$ cat config.mk
export PLATFORM = sky130hd
export DESIGN_NAME = ptw_walker
export DESIGN_NICKNAME = d
export VERILOG_FILES = /design/src/rtl/ptw_pkg.sv /design/src/rtl/ptw_l1_decode.sv /design/src/rtl/ptw_l2_decode.sv /design/src/rtl/ptw_ctrl.sv /design/src/rtl/ptw_walker.sv
export SDC_FILE = /design/constraint.sdc
export NUM_CORES = 1
export LEC_CHECK = 0
export ABC_AREA = 1
export BUFFER_PORTS_ARGS = -buffer_cell sky130_fd_sc_hd__buf_2
export CAP_MARGIN = 25
export CORE_AREA = 2 2 180 94
export DETAILED_ROUTE_END_ITERATION = 16
export DIE_AREA = 0 0 182 96
export GPL_TIMING_DRIVEN = 1
export HOLD_SLACK_MARGIN = 0.1
export SYNTH_ARGS = -nofsm -noshare
export SYNTH_HDL_FRONTEND = slang
export SYNTH_SLANG_ARGS = --single-unit
$ cat constraint.sdc
create_clock -name clk -period 1.8 [get_ports clk]
set_clock_uncertainty 0.15 [all_clocks]
set_input_delay 0.18 -clock clk [delete_from_list [all_inputs] [get_ports clk]]
set_output_delay 0.18 -clock clk [all_outputs]
set_load 0.05 [all_outputs]
$ cat src/rtl/ptw_pkg.sv
package ptw_pkg;

    localparam int VA_W   = 32;
    localparam int DESC_W = 32;

    typedef enum logic [2:0] {
        ST_IDLE    = 3'd0,
        ST_L1_REQ  = 3'd1,
        ST_L1_WAIT = 3'd2,
        ST_L2_REQ  = 3'd3,
        ST_L2_WAIT = 3'd4,
        ST_DONE    = 3'd5
    } walk_state_e;

    typedef enum logic [1:0] {
        SZ_4K   = 2'd0,
        SZ_64K  = 2'd1,
        SZ_1M   = 2'd2,
        SZ_16M  = 2'd3
    } page_size_e;

    typedef enum logic [1:0] {
        FLT_NONE   = 2'd0,
        FLT_XLATE  = 2'd1,
        FLT_FORMAT = 2'd2
    } fault_e;

    typedef enum logic [1:0] {
        L1K_FAULT = 2'd0,
        L1K_TABLE = 2'd1,
        L1K_BLOCK = 2'd2
    } l1_kind_e;

    typedef struct packed {
        logic       xn;
        logic       ng;
        logic       s;
        logic       ns;
        logic [3:0] domain;
        logic [2:0] ap;
        logic [2:0] tex;
        logic       c;
        logic       b;
    } attr_t;

    typedef struct packed {
        logic [VA_W-1:0] pa;
        page_size_e      size;
        fault_e          fault;
        logic            fault_l2;
        attr_t           attr;
    } walk_res_t;

    function automatic logic [VA_W-1:0] l1_fetch_addr(
        input logic [17:0] base_hi,
        input logic [VA_W-1:0] va
    );
        return {base_hi, va[31:20], 2'b00};
    endfunction

    function automatic logic [VA_W-1:0] l2_fetch_addr(
        input logic [21:0] tbl_base,
        input logic [VA_W-1:0] va
    );
        return {tbl_base, va[19:12], 2'b00};
    endfunction

    function automatic walk_res_t fault_result(input fault_e kind, input logic at_l2);
        walk_res_t r;
        r          = '0;
        r.fault    = kind;
        r.fault_l2 = at_l2;
        return r;
    endfunction

endpackage

$ cat src/rtl/ptw_l1_decode.sv
module ptw_l1_decode
    import ptw_pkg::*;
(
    input  logic [DESC_W-1:0] desc,
    input  logic [VA_W-1:0]   va,
    output l1_kind_e          kind,
    output walk_res_t         res,
    output logic [21:0]       tbl_base,
    output logic [3:0]        tbl_domain,
    output logic              tbl_ns
);

    logic unused_pbit;
    assign unused_pbit = desc[9];

    assign tbl_base   = desc[31:10];
    assign tbl_domain = desc[8:5];
    assign tbl_ns     = desc[3];

    always_comb begin
        kind = L1K_FAULT;
        res  = fault_result(FLT_XLATE, 1'b0);
        case (desc[1:0])
            2'b01: begin
                kind = L1K_TABLE;
            end
            2'b10: begin
                kind            = L1K_BLOCK;
                res             = '0;
                res.attr.b      = desc[2];
                res.attr.c      = desc[3];
                res.attr.xn     = desc[4];
                res.attr.ap     = {desc[15], desc[11:10]};
                res.attr.tex    = desc[14:12];
                res.attr.s      = desc[16];
                res.attr.ng     = desc[17];
                res.attr.ns     = desc[19];
                if (desc[18]) begin
                    res.size        = SZ_16M;
                    res.pa          = {desc[31:24], va[23:0]};
                    res.attr.domain = 4'd0;
                end else begin
                    res.size        = SZ_1M;
                    res.pa          = {desc[31:20], va[19:0]};
                    res.attr.domain = desc[8:5];
                end
            end
            default: begin
                kind = L1K_FAULT;
            end
        endcase
    end

endmodule

$ cat src/rtl/ptw_l2_decode.sv
module ptw_l2_decode
    import ptw_pkg::*;
(
    input  logic [DESC_W-1:0] desc,
    input  logic [VA_W-1:0]   va,
    input  logic [3:0]        domain_in,
    input  logic              ns_in,
    output walk_res_t         res
);

    always_comb begin
        res             = '0;
        res.attr.domain = domain_in;
        res.attr.ns     = ns_in;
        res.attr.b      = desc[2];
        res.attr.c      = desc[3];
        res.attr.ap     = {desc[9], desc[5:4]};
        res.attr.s      = desc[10];
        res.attr.ng     = desc[11];
        case (desc[1:0])
            2'b00: begin
                res = fault_result(FLT_XLATE, 1'b1);
            end
            2'b01: begin
                res.size     = SZ_64K;
                res.pa       = {desc[31:16], va[15:0]};
                res.attr.tex = desc[14:12];
                res.attr.xn  = desc[15];
            end
            default: begin
                res.size     = SZ_4K;
                res.pa       = {desc[31:12], va[11:0]};
                res.attr.tex = desc[8:6];
                res.attr.xn  = desc[0];
            end
        endcase
    end

endmodule

$ cat src/rtl/ptw_ctrl.sv
module ptw_ctrl
    import ptw_pkg::*;
(
    input  logic        clk,
    input  logic        rst,
    input  logic        req_valid,
    input  logic        fmt_en,
    input  logic        mem_req_ready,
    input  logic        mem_rsp_valid,
    input  l1_kind_e    l1_kind,
    input  logic        res_ready,
    output walk_state_e state,
    output logic        req_ready,
    output logic        mem_req_valid,
    output logic        res_valid,
    output logic        accept,
    output logic        fmt_reject,
    output logic        l1_take,
    output logic        l2_take
);

    walk_state_e state_q, state_d;

    assign state         = state_q;
    assign req_ready     = (state_q == ST_IDLE);
    assign mem_req_valid = (state_q == ST_L1_REQ) || (state_q == ST_L2_REQ);
    assign res_valid     = (state_q == ST_DONE);
    assign accept        = req_ready && req_valid;
    assign fmt_reject    = accept && !fmt_en;
    assign l1_take       = (state_q == ST_L1_WAIT) && mem_rsp_valid;
    assign l2_take       = (state_q == ST_L2_WAIT) && mem_rsp_valid;

    always_comb begin
        state_d = state_q;
        case (state_q)
            ST_IDLE:    if (req_valid)     state_d = fmt_en ? ST_L1_REQ : ST_DONE;
            ST_L1_REQ:  if (mem_req_ready) state_d = ST_L1_WAIT;
            ST_L1_WAIT: if (mem_rsp_valid) state_d = (l1_kind == L1K_TABLE) ? ST_L2_REQ : ST_DONE;
            ST_L2_REQ:  if (mem_req_ready) state_d = ST_L2_WAIT;
            ST_L2_WAIT: if (mem_rsp_valid) state_d = ST_DONE;
            ST_DONE:    if (res_ready)     state_d = ST_IDLE;
            default:                       state_d = ST_IDLE;
        endcase
    end

    always_ff @(posedge clk) begin
        if (rst) state_q <= ST_IDLE;
        else     state_q <= state_d;
    end

    // an outstanding descriptor read is never withdrawn
    a_r2_req_held: assert property (@(posedge clk) disable iff (rst)
        mem_req_valid && !mem_req_ready |=> mem_req_valid);

    // after an acknowledge the walker is idle
    a_r1_ack_to_idle: assert property (@(posedge clk) disable iff (rst)
        res_valid && res_ready |=> req_ready && !res_valid);

endmodule

$ cat src/rtl/ptw_walker.sv
module ptw_walker
    import ptw_pkg::*;
#(
    parameter int ASID_W = 8
) (
    input  logic              clk,
    input  logic              rst,
    input  logic              req_valid,
    output logic              req_ready,
    input  logic [31:0]       req_va,
    input  logic [31:0]       req_ttb,
    input  logic              new_fmt_en,
    input  logic [ASID_W-1:0] cur_asid,
    output logic              mem_req_valid,
    input  logic              mem_req_ready,
    output logic [31:0]       mem_req_addr,
    input  logic              mem_rsp_valid,
    input  logic [31:0]       mem_rsp_data,
    output logic              res_valid,
    input  logic              res_ready,
    output logic [31:0]       res_pa,
    output logic [1:0]        res_size,
    output logic              res_fault,
    output logic [1:0]        res_fault_kind,
    output logic              res_fault_l2,
    output logic              res_xn,
    output logic              res_ng,
    output logic              res_s,
    output logic              res_ns,
    output logic [3:0]        res_domain,
    output logic [2:0]        res_ap,
    output logic [2:0]        res_tex,
    output logic              res_c,
    output logic              res_b,
    output logic [ASID_W-1:0] res_asid
);

    walk_state_e       state;
    logic              accept, fmt_reject, l1_take, l2_take;
    l1_kind_e          l1_kind;
    walk_res_t         l1_res, l2_res, res_q;
    logic [21:0]       l1_tbl_base;
    logic [3:0]        l1_tbl_dom;
    logic              l1_tbl_ns;

    logic [VA_W-1:0]   va_q;
    logic [17:0]       base_hi_q;
    logic [ASID_W-1:0] asid_q;
    logic [21:0]       tbl_base_q;
    logic [3:0]        tbl_dom_q;
    logic              tbl_ns_q;

    ptw_ctrl u_ctrl (
        .clk           (clk),
        .rst           (rst),
        .req_valid     (req_valid),
        .fmt_en        (new_fmt_en),
        .mem_req_ready (mem_req_ready),
        .mem_rsp_valid (mem_rsp_valid),
        .l1_kind       (l1_kind),
        .res_ready     (res_ready),
        .state         (state),
        .req_ready     (req_ready),
        .mem_req_valid (mem_req_valid),
        .res_valid     (res_valid),
        .accept        (accept),
        .fmt_reject    (fmt_reject),
        .l1_take       (l1_take),
        .l2_take       (l2_take)
    );

    ptw_l1_decode u_l1 (
        .desc       (mem_rsp_data),
        .va         (va_q),
        .kind       (l1_kind),
        .res        (l1_res),
        .tbl_base   (l1_tbl_base),
        .tbl_domain (l1_tbl_dom),
        .tbl_ns     (l1_tbl_ns)
    );

    ptw_l2_decode u_l2 (
        .desc      (mem_rsp_data),
        .va        (va_q),
        .domain_in (tbl_dom_q),
        .ns_in     (tbl_ns_q),
        .res       (l2_res)
    );

    // Request capture: later input changes do not reach the walk
    always_ff @(posedge clk) begin
        if (rst) begin
            va_q      <= '0;
            base_hi_q <= '0;
            asid_q    <= '0;
        end else if (accept) begin
            va_q      <= req_va;
            base_hi_q <= req_ttb[31:14];
            asid_q    <= cur_asid;
        end
    end

    // Coarse table pointer and inherited attributes
    always_ff @(posedge clk) begin
        if (rst) begin
            tbl_base_q <= '0;
            tbl_dom_q  <= '0;
            tbl_ns_q   <= 1'b0;
        end else if (l1_take && l1_kind == L1K_TABLE) begin
            tbl_base_q <= l1_tbl_base;
            tbl_dom_q  <= l1_tbl_dom;
            tbl_ns_q   <= l1_tbl_ns;
        end
    end

    // Result register, loaded only on entry to DONE
    always_ff @(posedge clk) begin
        if (rst) begin
            res_q <= '0;
        end else if (fmt_reject) begin
            res_q <= fault_result(FLT_FORMAT, 1'b0);
        end else if (l1_take && l1_kind != L1K_TABLE) begin
            res_q <= l1_res;
        end else if (l2_take) begin
            res_q <= l2_res;
        end
    end

    assign mem_req_addr = (state == ST_L2_REQ) ? l2_fetch_addr(tbl_base_q, va_q)
                                               : l1_fetch_addr(base_hi_q, va_q);

    assign res_pa         = res_q.pa;
    assign res_size       = res_q.size;
    assign res_fault      = (res_q.fault != FLT_NONE);
    assign res_fault_kind = res_q.fault;
    assign res_fault_l2   = res_q.fault_l2;
    assign res_xn         = res_q.attr.xn;
    assign res_ng         = res_q.attr.ng;
    assign res_s          = res_q.attr.s;
    assign res_ns         = res_q.attr.ns;
    assign res_domain     = res_q.attr.domain;
    assign res_ap         = res_q.attr.ap;
    assign res_tex        = res_q.attr.tex;
    assign res_c          = res_q.attr.c;
    assign res_b          = res_q.attr.b;
    assign res_asid       = res_q.attr.ng ? asid_q : '0;

    // result held until acknowledged
    a_r1_result_stable: assert property (@(posedge clk) disable iff (rst)
        res_valid && !res_ready |=> res_valid && $stable(res_pa) && $stable(res_size)
            && $stable(res_fault_kind) && $stable(res_asid));

    // read address unchanged while the request waits
    a_r2_addr_stable: assert property (@(posedge clk) disable iff (rst)
        mem_req_valid && !mem_req_ready |=> $stable(mem_req_addr));

    // faults carry no address or attributes
    a_r3_fault_clean: assert property (@(posedge clk) disable iff (rst)
        res_valid && res_fault |-> res_pa == '0 && res_domain == '0 && res_ap == '0 && res_asid == '0);

    // global results carry no ASID tag
    a_r10_global_untagged: assert property (@(posedge clk) disable iff (rst)
        res_valid && !res_ng |-> res_asid == '0);

    // disabled format faults at once without a read
    a_r11_format_fault: assert property (@(posedge clk) disable iff (rst)
        req_valid && req_ready && !new_fmt_en |=> res_valid && res_fault_kind == 2'd2 && !mem_req_valid);

endmodule

==> Yosys cells after proc, flatten, opt, wreduce, memory -nomap -nowiden <==
Index checks and enable logic that the tools add are counted.
{ "op_classes": {"n_mux": 24, "n_eq_ne": 15, "reduce_logical": 15} }
{ "ops": {"columns": ["op", "count"], "rows": [
  ["53-bit two-way mux", 3],
  ["34-bit one-hot mux with 2 select lines", 1],
  ["32-bit two-way mux", 1],
  ["26-bit two-way mux", 1],
  ["3-bit two-way mux", 8],
  ["19-bit two-way mux", 1],
  ["3-bit one-hot mux with 6 select lines", 1],
  ["10-bit two-way mux", 1],
  ["2-bit inequality test, second input constant", 5],
  ["8-bit two-way mux", 1],
  ["3-bit by 2-bit equality test with 1-bit output, second input constant", 2],
  ["3-bit equality test, second input constant", 2],
  ["1-bit logical AND", 6],
  ["3-bit one-hot mux with 2 select lines", 1],
  ["6-bit AND reduction", 1],
  ["2-bit by 1-bit equality test with 1-bit output, second input constant", 2],
  ["2-bit two-way mux", 2],
  ["4-bit two-way mux", 1],
  ["2-bit by 1-bit inequality test with 1-bit output, second input constant", 2],
  ["2-bit one-hot mux with 2 select lines", 1],
  ["2-bit nonzero test", 2],
  ["3-bit by 1-bit equality test with 1-bit output, second input constant", 1],
  ["3-bit zero test", 1],
  ["3-bit nonzero test", 1],
  ["6 further kinds", 6]
]} }
{ "totals": {"word_cells": 75, "out_inout_bits": 97, "input_bits": 111, "regBits": 141} }

==> Longest topological paths before layout <==
Gate-level depths: netlist (run 1).
{ "logic_depth": {"word_depth": 6, "depth_mapped": 10, "depth_no_buf": 9} }

==> Cells and area by module <==
Synthesis (run 1) repeated with hierarchy kept, for this count alone.
{ "hier_totals": {"cells_unflattened": 1147, "hier_area_um2": 7447.1} }
{ "modules_own_cells": {"columns": ["mod", "cells_per_inst", "area_each_um2", "seq_area_each_um2", "instances"], "rows": [
  ["ptw_walker", 833, 5884.4, 2762.6, 1],
  ["ptw_l1_decode", 142, 716.9, 0.0, 1],
  ["ptw_l2_decode", 117, 541.8, 0.0, 1],
  ["ptw_ctrl", 55, 304.0, 60.1, 1]
]} }

==> Worst setup path after synthesis (run 1) <==
Ideal clock, no wire load.
{ "synth_timing": {"path_kind": "reg-to-output", "startpoint": "register u_ctrl.state_q[0], in the netlist u_ctrl.state[0]", "endpoint": "output mem_req_addr[2]", "arrival_time_ns": 2.842, "slack_ns": -1.372, "path_stages_with_launch": 6, "t_required_ns": 1.470, "n_path_buf": 1, "cell_sequence": "dfxtp_1 > inv_2 > nor2_1 > nand2_1 > clkbuf_1 > o21ai_0"} }
{ "synth_between": {"elab_chain_len": 2} }
{ "synth_rtl": {"columns": ["item", "line", "text"], "rows": [
  ["start, declared", "ptw_ctrl.sv:22", "walk_state_e state_q, state_d;"],
  ["start signal, assigned", "ptw_ctrl.sv:48", "else state_q <= state_d;"],
  ["3-bit by 2-bit equality test with 1-bit output", "ptw_walker.sv:129", "assign mem_req_addr = (state == ST_L2_REQ) ? l2_fetch_addr(tbl_base_q, va_q)"],
  ["32-bit two-way mux", "ptw_walker.sv:129", null],
  ["end, declared", "ptw_walker.sv:16", "output logic [31:0] mem_req_addr,"]
]} }
Every way passes these cells.

==> Final worst setup path (run 1) <==
{ "layout_timing": {"startpoint": "register u_ctrl.state_q[0], in the netlist u_ctrl.state[0]", "endpoint": "output mem_req_addr[15]"} }
Same word-level chain as after synthesis.

==> flow_metrics.tcl, run 1 <==
set metrics [dict create \
    slew_headroom_pct 55.9 \
    outcome "finished with violations" \
    holdCritPathClass "in -> reg" \
    drtPass1Iterations 5 \
    h-tree-depth 4 \
    antenna_left 0 \
    insertedDiodeCount 0 \
    core_region_area_um2 15900 \
    overflow 0 \
    ys_ff_latch 141 \
    reg2reg_depth 11 \
    wire_per_inst_um 17.5 \
    cp.required_ns 1.47 \
    synth_area_per_cell_um2 7.09 \
    drc 0 \
    nets 1297 \
    worst_slew_pin_slew_ns 0.661 \
    synth-seq-area-share_pct 45.4 \
    final_core_util_pct 66.8 \
    antenna_found_initial 0 \
    drive_above_1_share_pct 33.2 \
    cts_root_buffer "clkbuf_16" \
    syn_area_um2 6210 \
    worstSetupStartpointType "register" \
    syn_inst 876 \
    setup-violations-final 50 \
    grt_use_total_pct 26.1 \
    cp-end-kind "output port" \
    drt_iter0_drc 532 \
    drt-total-wl_um 24700 \
    crit_type "reg -> out" \
    fillers 1309 \
    maxCapViolCount 0 \
    cts_buffer_depth 2 \
    clk_latency_ns 0.42 \
    crit_start "u_ctrl.state[0]" \
    fp.dieW_um 182 \
    ioPinCount 208 \
    critPathArrivalTime_ns 1.71 \
    finalHoldViolCount 0 \
    min-delay-start "res_ready" \
    rows 33 \
    grt_max_degree 60 \
    tritoncts "built" \
    die_h_um 96 \
    die_area_um2 17500 \
    hpwl_um 14500 \
    syn2layout_area_growth_pct 71.3 \
    violations "negative setup slack" \
    total_leakage_power_nw 4.76 \
    reg2reg_from "u_ctrl.state[1]" \
    vias_per_cell 5.17 \
    dp_slack_ns -0.127 \
    fmax_ghz 0.489 \
    slew_violations 0 \
    start_util_pct 39.0 \
    gp_congestion 0.861 \
    p_per_area_nw_per_um2 1490 \
    setup_ws_ns -0.243 \
    cts_sinks 141 \
    yosysUniqueCellTypes 29 \
    fin_crit_ns 2.04 \
    grt_pass1_wl_um 35200 \
    synth_warnings 0 \
    clk_pin_slew_ns 0.06 \
    whs_ns 0.141 \
    crit_fanout 7 \
    period_share_pct 114 \
    io_buffer_count 191 \
    grt_pass1_vias 6541 \
    vias 7287 \
    rsz0062_at_grt "true" \
    ir_drop_v 0.000961 \
    holdPathStages 6 \
    cts_buffers 17 \
]
-- cell families after synthesis --
kind of cell,synth area share (%)
buffers and inverters,11.0
DFF,45.4
other,0.0604
and+or+nand+nor,23.0
AOI/OAI and AO/OA,20.5
-- synth_stat cells --
cell type,number,share of area (%)
nand2_1,130,7.9
nor2_2,4,0.40
or2_2,1,0.10
nor2_1,115,6.9
nand3_1,67,5.4
clkbuf_1,18,1.1
inv_1,80,4.8
nor3_1,3,0.24
clkinv_1,1,0.060
nand4_4,1,0.34
o211ai_1,4,0.48
buf_1,1,0.060
a21oi_1,123,9.9
nand2_4,3,0.54
buf_2,25,2.0
nand3b_1,1,0.12
nor2_4,2,0.36
o21ai_1,7,0.56
buf_4,17,2.1
inv_2,5,0.30
o21ai_0,115,9.3
nand2_2,1,0.10
a31oi_1,1,0.10
conb_1,1,0.060
o22ai_1,2,0.20
buf_6,3,0.54
nand3_2,3,0.48
dfxtp_1,141,45
nand4_1,1,0.10
-- metal layers --
layer	vias up	track usage, %	share of wire, %	routed length [um]
met1	3442	37.6	48	11900
met5	-	0	0	0
met4	0	5.65	0.87	215
met3	22	6.36	9.1	2250
li1	3487	-	-	-
met2	336	39.7	42	10300
-- per-stage QoR --
step / power [mW] / cells / TNS, ns / instance area, um^2
final: 15.8 / 1409 / -6.19 / 10600
after global routing: 16.5 / 1409 / -10.26 / 10600
after CTS: 15.1 / 1391 / -5.98 / 10200
after detailed placement: 9.85 / 1250 / -2.26 / 7850
after global placement: 9.83 / 1250 / -1.68 / 7850
after floorplan: 8.39 / 877 / 0 / 6600
-- cell type report --
| type | instances | area (um^2) | share of cell area (%) |
|---|---|---|---|
| clock buffer | 23 | 498 | 4.68 |
| clock inverter | 9 | 156 | 1.47 |
| inverter | 86 | 337 | 3.16 |
| multi-input combinational | 589 | 3390 | 31.9 |
| sequential | 141 | 2840 | 26.6 |
| tap | 210 | 263 | 2.47 |
| timing repair buffer | 351 | 3160 | 29.7 |
-- sequential cells by signal, indices dropped and copies added (netlist names), 2 cells and up --
register / cells
res_ap: 3
res_size: 2
u_ctrl.state: 3
res_fault_kind: 2
tbl_base_q: 22
base_hi_q: 18
res_domain: 4
asid_q: 8
tbl_dom_q: 4
va_q: 32
res_pa: 32
res_tex: 3
-- final timing paths --
kind	end	slack [ns]
setup / recovery	mem_req_addr[15]	-0.24
hold / removal	u_ctrl.state[0]	0.14
setup reg to reg	res_tex[2]	-0.03
hold reg to reg	asid_q[0]	0.31
-- repair_timing --
item	CTS	global route
pin swaps	5	5
endpoints found under the hold margin	112	0
gates cloned	8	11
endpoints found under the setup margin	58	137
buffers inserted	9	8
resized for setup	151	69
hold buffers	92	0
-- cell usage in the layout (no fill, tap or decap), types with 3 or more instances in the layout --
cell type        n
buf_16           5
buf_4           27
dfxtp_4          3
inv_1           78
o21ai_4          8
buf_6           29
o211ai_1         4
clkinv_4         3
buf_2          159
nand2_8          4
clkbuf_16       24
o21ai_2          4
dlygate4sd3_1   92
dfxtp_1        137
nor2_2          14
o21ai_0         77
buf_12          21
nor3_1           3
nand2_1        119
clkbuf_8         5
o21ai_1         33
nand2_2          8
nor2_1          82
nand2_4          5
nor2_4          26
nand3_1         67
a21oi_1        100
inv_2            3
a21oi_4         22
buf_8           10
bufinv_16        4
-- worst max-delay path, cell delays in order (launching register included) --
cell	delay [ns]
dfxtp_4	0.36
inv_4	0.04
nor2_4	0.09
buf_12	0.14
nand2_8	0.13
buf_12	0.18
a21oi_4	0.15
buf_6	0.18
-- where the power goes --
part           switching [mW]  leakage (nW)  internal [mW]  total (mW)
sequential              0.351          1.15           3.75        4.10
combinational            4.77          3.29           3.06        7.84
clock                    1.39         0.323           2.51        3.90
total                    6.52          4.76           9.32        15.8
Power figures use the tool's default switching activity.
==> inputs of run 2 (changes only) <==
--- a/config.mk
+++ b/config.mk
@@ -6,12 +6,12 @@
 export NUM_CORES = 1
 export LEC_CHECK = 0
-export ABC_AREA = 1
 export BUFFER_PORTS_ARGS = -buffer_cell sky130_fd_sc_hd__buf_2
 export CAP_MARGIN = 25
-export CORE_AREA = 2 2 180 94
+export CORE_AREA = 2 2 173 90
 export DETAILED_ROUTE_END_ITERATION = 16
-export DIE_AREA = 0 0 182 96
+export DIE_AREA = 0 0 175 92
 export GPL_TIMING_DRIVEN = 1
 export HOLD_SLACK_MARGIN = 0.1
+export PLACE_DENSITY = 0.66
 export SYNTH_ARGS = -nofsm -noshare
 export SYNTH_HDL_FRONTEND = slang
==> constraint.sdc (replaced) <==
create_clock -name clk -period 1.8 [get_ports clk]
set_clock_uncertainty 0.15 [all_clocks]
set_input_delay 0.36 -clock clk [delete_from_list [all_inputs] [get_ports clk]]
set_output_delay 0.36 -clock clk [all_outputs]
set_load 0.05 [all_outputs]
==> run 2 against run 1 <==
  * The flow still finishes with violations (negative setup slack)
  * Sequential power shrank 4%
  * Via count down 11%
  * Hold slack worse by 0.020 ns
  * Global-route usage grew 0.14 points
  * Critical path type unchanged
  * Die area decreased by 7.9%
  * Synthesized cell count is 24% lower
  * Power shrank 13%
==> flow_metrics.tcl, run 2 <==
set metrics [dict create \
    wire_per_inst_um 19.9 \
    crit_fanout 12 \
    slew_headroom_pct 63.6 \
    place_inst 1059 \
    final_core_util_pct 70.6 \
    antenna_found_initial 1 \
    worstSetupStartpointType "register" \
    drc 0 \
    cts_buffer_depth 2 \
    die_h_um 92 \
    synthArstFlopShare_pct 0 \
    drtPass1Iterations 5 \
    grt_max_degree 43 \
    drt-total-wl_um 24100 \
    cp-end-kind "output port" \
    met3_usage_pct 8.54 \
    period_share_pct 131 \
    top_usage_layer "met2" \
    rsz0062_at_grt "true" \
    violations "negative setup slack" \
    maxCapViolCount 0 \
    fmax_ghz 0.425 \
    synth_top_area_share_pct 49.3 \
    drt_iter0_drc 522 \
    die_area_um2 16100 \
    fillers 1077 \
    use_met1_pct 37.5 \
    p_sw_mw 5.46 \
    seqPwrFrac_pct 28.5 \
    syn_inst 666 \
    tritoncts "built" \
    critPathArrivalTime_ns 1.84 \
    clk_latency_ns 0.41 \
    internal-power_mw 8.33 \
    fin_crit_ns 2.35 \
    finalHoldViolCount 0 \
    grt_pass1_wl_um 32500 \
    nets 1107 \
    h-tree-depth 4 \
    cts_root_buffer "clkbuf_16" \
    ys_top_cells_by_area "dfxtp_1, nand2_1, a21oi_1, mux2_2, a211oi_1" \
    hpwl_um 13500 \
    worst_slew_pin_slew_ns 0.546 \
    yosysUniqueCellTypes 43 \
    drive_above_1_share_pct 50.0 \
    antenna_left 0 \
    fp.dieW_um 175 \
    crit_type "reg -> out" \
    yosysMostFrequentCell "nand2_1" \
    rows 32 \
    slew_violations 0 \
    ir_drop_v 0.000685 \
    netSwitchingFraction_pct 39.6 \
    grt_use_total_pct 26.3 \
    path_cells "buf_6 -> nor2b_4 -> nand2_8 -> buf_12 -> mux2_4 -> buf_6" \
    cts_buffers 17 \
    outcome "finished with violations" \
    gp_congestion 0.886 \
    grt_pass1_vias 6011 \
    yosys.area.top_type "dfxtp_1" \
    start_util_pct 38.6 \
    synth_edf_count 0 \
    clk_pin_slew_ns 0.07 \
    power_frac_clock_pct 25.2 \
    syn_area_um2 5730 \
    final_cell_count_no_fill 1213 \
    slowest_delay_ns 0.35 \
    p_per_area_nw_per_um2 1310 \
    total_leakage_power_nw 4.50 \
    crit_path_frequent_cell "buf_6" \
    slowest_stage "dfxtp_4" \
    ys.flop_type "dfxtp_1" \
    setup_ws_ns -0.552 \
    use_met2_pct 37.9 \
    insertedDiodeCount 0 \
    setup-violations-final 166 \
    pwr-share-comb_pct 46.4 \
    reg2reg_from "u_ctrl.state[0]" \
    layout_commonest_cell "buf_2" \
    cts_sinks 141 \
    synth-seq-area-share_pct 49.3 \
    io_buffer_count 191 \
    crit_start "u_ctrl.state[0]" \
    cp.required_ns 1.29 \
    ys_ff_latch 141 \
    syn2layout_area_growth_pct 83.2 \
    ioPinCount 208 \
    vias_per_cell 5.35 \
    tns_ns -40.29 \
    overflow 0 \
    synth_area_per_cell_um2 8.60 \
    vias 6489 \
    holdCritPathClass "in -> reg" \
    core_region_area_um2 14900 \
    min-delay-start "mem_rsp_data[10]" \
    synth_warnings 0 \
    yosys-top-cells-count "nand2_1, dfxtp_1, a21oi_1, clkbuf_1, mux2_2" \
    layout_common_cells "buf_2, dfxtp_1, nand2_1" \
]
-- run 2: changes by cell type in the layout (fill, tap and decap cells not counted), sizes merged, moves of 30 or more --
cell and delta:
inv -76, o21ai -117, mux2 +30, nor2 -116, nand3 -69, nand2 +38
-- run 2: cell type report --
cell class	count	area (um^2)	share of cell area, %
Multi-Input combinational cell	463	3440	32.8
Timing Repair Buffer	369	3360	32.1
Sequential cell	141	2830	27.0
Clock buffer	19	453	4.32
Tap cell	204	255	2.43
Clock inverter	13	133	1.26
Inverter	4	15.0	0.143
-- run 2: worst max-delay path, delay by kind of cell, from the launching register on --
family                 cells  cell delay (ns)
buffers and inverters      3             0.43
flip-flops                 1             0.35
multiplexers               1             0.31
AND/OR/NAND/NOR            2             0.34
-- run 2: worst paths after layout --
path / endpoint / depth (start not counted) / slack, ns
max: mem_req_addr[9] / 6 / -0.55
min: tbl_base_q[0] / 3 / 0.12
max reg2reg: res_b / 8 / -0.37
min reg2reg: asid_q[5] / 2 / 0.30
-- run 2: stage by stage --
stage / total power [mW] / setup WS [ns] / hold WS (ns) / area (um^2)
6_report: 13.8 / -0.552 / 0.121 / 10500
5_1_grt: 14.3 / -0.594 / 0.116 / 10500
4_1_cts: 12.2 / -0.548 / 0.100 / 9410
3_5_place_dp: 7.98 / -0.307 / 0.294 / 7330
3_3_place_gp: 7.92 / -0.443 / 0.289 / 7320
2_1_floorplan: 6.82 / -0.238 / 0.282 / 5960
-- run 2: what timing repair did --
| action | CTS | global route |
|---|---|---|
| endpoints found under the hold margin | 89 | 0 |
| buffers inserted | 10 | 11 |
| gates resized for setup | 124 | 182 |
| pin swaps | 18 | 51 |
| hold buffers | 81 | 0 |
| setup endpoints to repair | 154 | 174 |
| cloned | 7 | 17 |
-- run 2: layer usage --
metal / wire (um) / up-vias
li1: - / 2994
met1: 11000 / 3138
met2: 10600 / 335
met3: 2350 / 20
met4: 193 / 2
met5: 12 / -
-- run 2: power groups by stage --
stage	Combinational (mW)	Sequential [mW]	Clock, mW
3_5_place_dp	4.08	3.90	0
4_1_cts	4.87	3.84	3.50
3_3_place_gp	4.02	3.90	0
2_1_floorplan	2.46	4.36	0
6_report	6.39	3.92	3.47
5_1_grt	6.68	3.96	3.64
-- run 2: logic make-up (layout without fill, tap and decap cells) --
family | Yosys count | after routing | share of synthesized area [%]
other | 1 | 2 | 0.0655
flip-flops | 141 | 141 | 49.3
AND/OR/NAND/NOR | 216 | 216 | 16.2
buffers and inverters | 63 | 405 | 4.98
XOR/XNOR | 1 | 1 | 0.153
multiplexers | 30 | 30 | 5.90
AO/OA/AOI/OAI | 214 | 214 | 23.4
==> inputs of run 3 (changes only) <==
CORE_AREA = 5 5 176 93   (was 2 2 173 90)
DIE_AREA = 0 0 181 98   (was 0 0 175 92)
MAX_ROUTING_LAYER = met4   (was unset)
REMOVE_ABC_BUFFERS = 1   (was unset)
==> run 3 against run 2 <==
  * The flow still finishes with violations (negative setup slack)
  * Sequential share of layout area is 1.1 points lower
  * Wire length grew 14%
  * Setup slack worse by 0.041 ns
  * Die area rose by 10%
  * Largest power group unchanged
==> flow_metrics.tcl, run 3 (synthesis gave the netlist of run 2 again) <==
set metrics [dict create \
    worstSetupStartpointType "register" \
    syn2layout_area_growth_pct 90.6 \
    regToRegSetupSlack_ns -0.43 \
    seqPwrFrac_pct 27.7 \
    gp_congestion 0.904 \
    reg2reg_depth 8 \
    cp-end-kind "output port" \
    die_h_um 98 \
    critPathArrivalTime_ns 1.88 \
    hold_path_end "tbl_base_q[5]" \
    slew_violations 0 \
    period_share_pct 133 \
    rsz0062_at_grt "true" \
    netSwitchingFraction_pct 40.0 \
    layout.area.seq_um2 2830 \
    drive_above_1_share_pct 53.8 \
    layout_common_cells "buf_2, dfxtp_1, nand2_1" \
    drt-total-wl_um 27400 \
    cts_sinks 141 \
    setup-violations-final 173 \
    grt_pass1_vias 6375 \
    ir_drop_v 0.000672 \
    timing.rr.end "res_pa[31]" \
    power_frac_clock_pct 23.7 \
    h-tree-depth 4 \
    power_mw 14.0 \
    ioPinCount 208 \
    slew_headroom_pct 53.9 \
    hpwl_um 13600 \
    fillers 977 \
    clk_pin_slew_ns 0.06 \
    drc 0 \
    multi_input_area_um2 3630 \
    crit_type "reg -> out" \
    setup_ws_ns -0.593 \
    io_buffer_count 191 \
    core_region_area_um2 14900 \
    dp_slack_ns -0.349 \
    cts_root_buffer "clkbuf_16" \
    wire_per_inst_um 22.2 \
    holdPathStages 3 \
    crit_fanout 5 \
    clk_latency_ns 0.42 \
    violations "negative setup slack" \
    worst_slew_pin_slew_ns 0.691 \
    layout_commonest_cell "buf_2" \
    vias 6718 \
    grt_use_total_pct 26.0 \
    placed_cell_area_um2 7180 \
    overflow 0 \
    finalHoldViolCount 0 \
    nets 1126 \
    final_cell_count_no_fill 1232 \
    internal-power_mw 8.40 \
    insertedDiodeCount 0 \
    top_usage_layer "met2" \
    fp.dieW_um 181 \
    die_area_um2 17700 \
    reg2reg_from "u_ctrl.state[2]" \
    fmax_ghz 0.418 \
    drt_iter0_drc 586 \
    holdCritPathClass "in -> reg" \
    fin_crit_ns 2.39 \
    cts_buffers 17 \
    p_sw_mw 5.61 \
    cp.required_ns 1.29 \
    grt_pass1_wl_um 35600 \
    fin_area_um2 10900 \
    start_util_pct 38.6 \
    cts_buffer_depth 2 \
    antenna_found_initial 0 \
    drtPass1Iterations 7 \
    maxCapViolCount 0 \
    use_met2_pct 39.2 \
    outcome "finished with violations" \
    pwr-share-comb_pct 48.6 \
    use_met1_pct 34.0 \
    rows 32 \
    total_leakage_power_nw 4.59 \
    vias_per_cell 5.45 \
    p_per_area_nw_per_um2 1280 \
    met3_usage_pct 8.71 \
    min-delay-start "mem_rsp_data[15]" \
    tritoncts "built" \
    antenna_left 0 \
    grt_max_degree 39 \
    place_inst 1056 \
]
[run 3: final cells by class]
type / count / area share (%)
multi-input combinational: 464 / 33.3
timing repair buffer: 387 / 33.3
sequential: 141 / 25.9
clock buffer: 19 / 3.97
tap: 204 / 2.34
clock inverter: 13 / 1.07
inverter: 4 / 0.138
[run 3: per-stage QoR]
step / utilization [%] / TNS, ns / hold WS, ns
after floorplan: - / -197.64 / 0.276
after global placement: 48.3 / -25.01 / 0.289
after detailed placement: 48.3 / -24.86 / 0.295
after CTS: 64.3 / -26.71 / 0.105
after global routing: 73.5 / -62.91 / 0.121
final: 73.5 / -56.59 / 0.139
[run 3: worst max path at each step]
stage | startpoint | to | depth (start not counted)
finish | u_ctrl.state[2] | mem_req_addr[18] | 7
CTS | u_ctrl.state[2] | mem_req_addr[15] | 7
global placement | mem_rsp_data[1] | res_pa[1] | 5
detailed placement | mem_rsp_data[1] | res_pa[25] | 5
global route | u_ctrl.state[2] | mem_req_addr[15] | 7
floorplan | u_ctrl.state[1] | res_b | 4
[run 3: worst max-delay path, stage by stage (launching register included)]
cell     delay [ns]
dfxtp_2        0.33
buf_6          0.12
nor2b_4        0.16
nand2_4        0.11
buf_12         0.15
buf_12         0.13
mux2_2         0.30
buf_6          0.16
[run 3: what timing repair did]
action | in CTS | in global routing
buffers inserted | 21 | 15
gates resized for setup | 154 | 228
hold buffers | 84 | 0
endpoints found under the hold margin | 93 | 0
pin swaps | 16 | 128
gates cloned | 9 | 17
endpoints found under the setup margin | 144 | 171
[run 3: power groups by stage]
| stage | registers (mW) | logic (mW) | clock network, mW |
|---|---|---|---|
| detailed placement | 3.89 | 3.95 | 0 |
| CTS | 3.83 | 5.10 | 3.35 |
| finish | 3.88 | 6.81 | 3.32 |
| global placement | 3.87 | 3.93 | 0 |
| floorplan | 4.38 | 2.00 | 0 |
| global route | 3.91 | 7.04 | 3.49 |
[run 3: per-layer routing]
layer  up-vias  routed length, um
met3        61               2530
met4         0                620
met2       388              12500
met1      3230              11700
met5         -                  0
li1       3039                  -
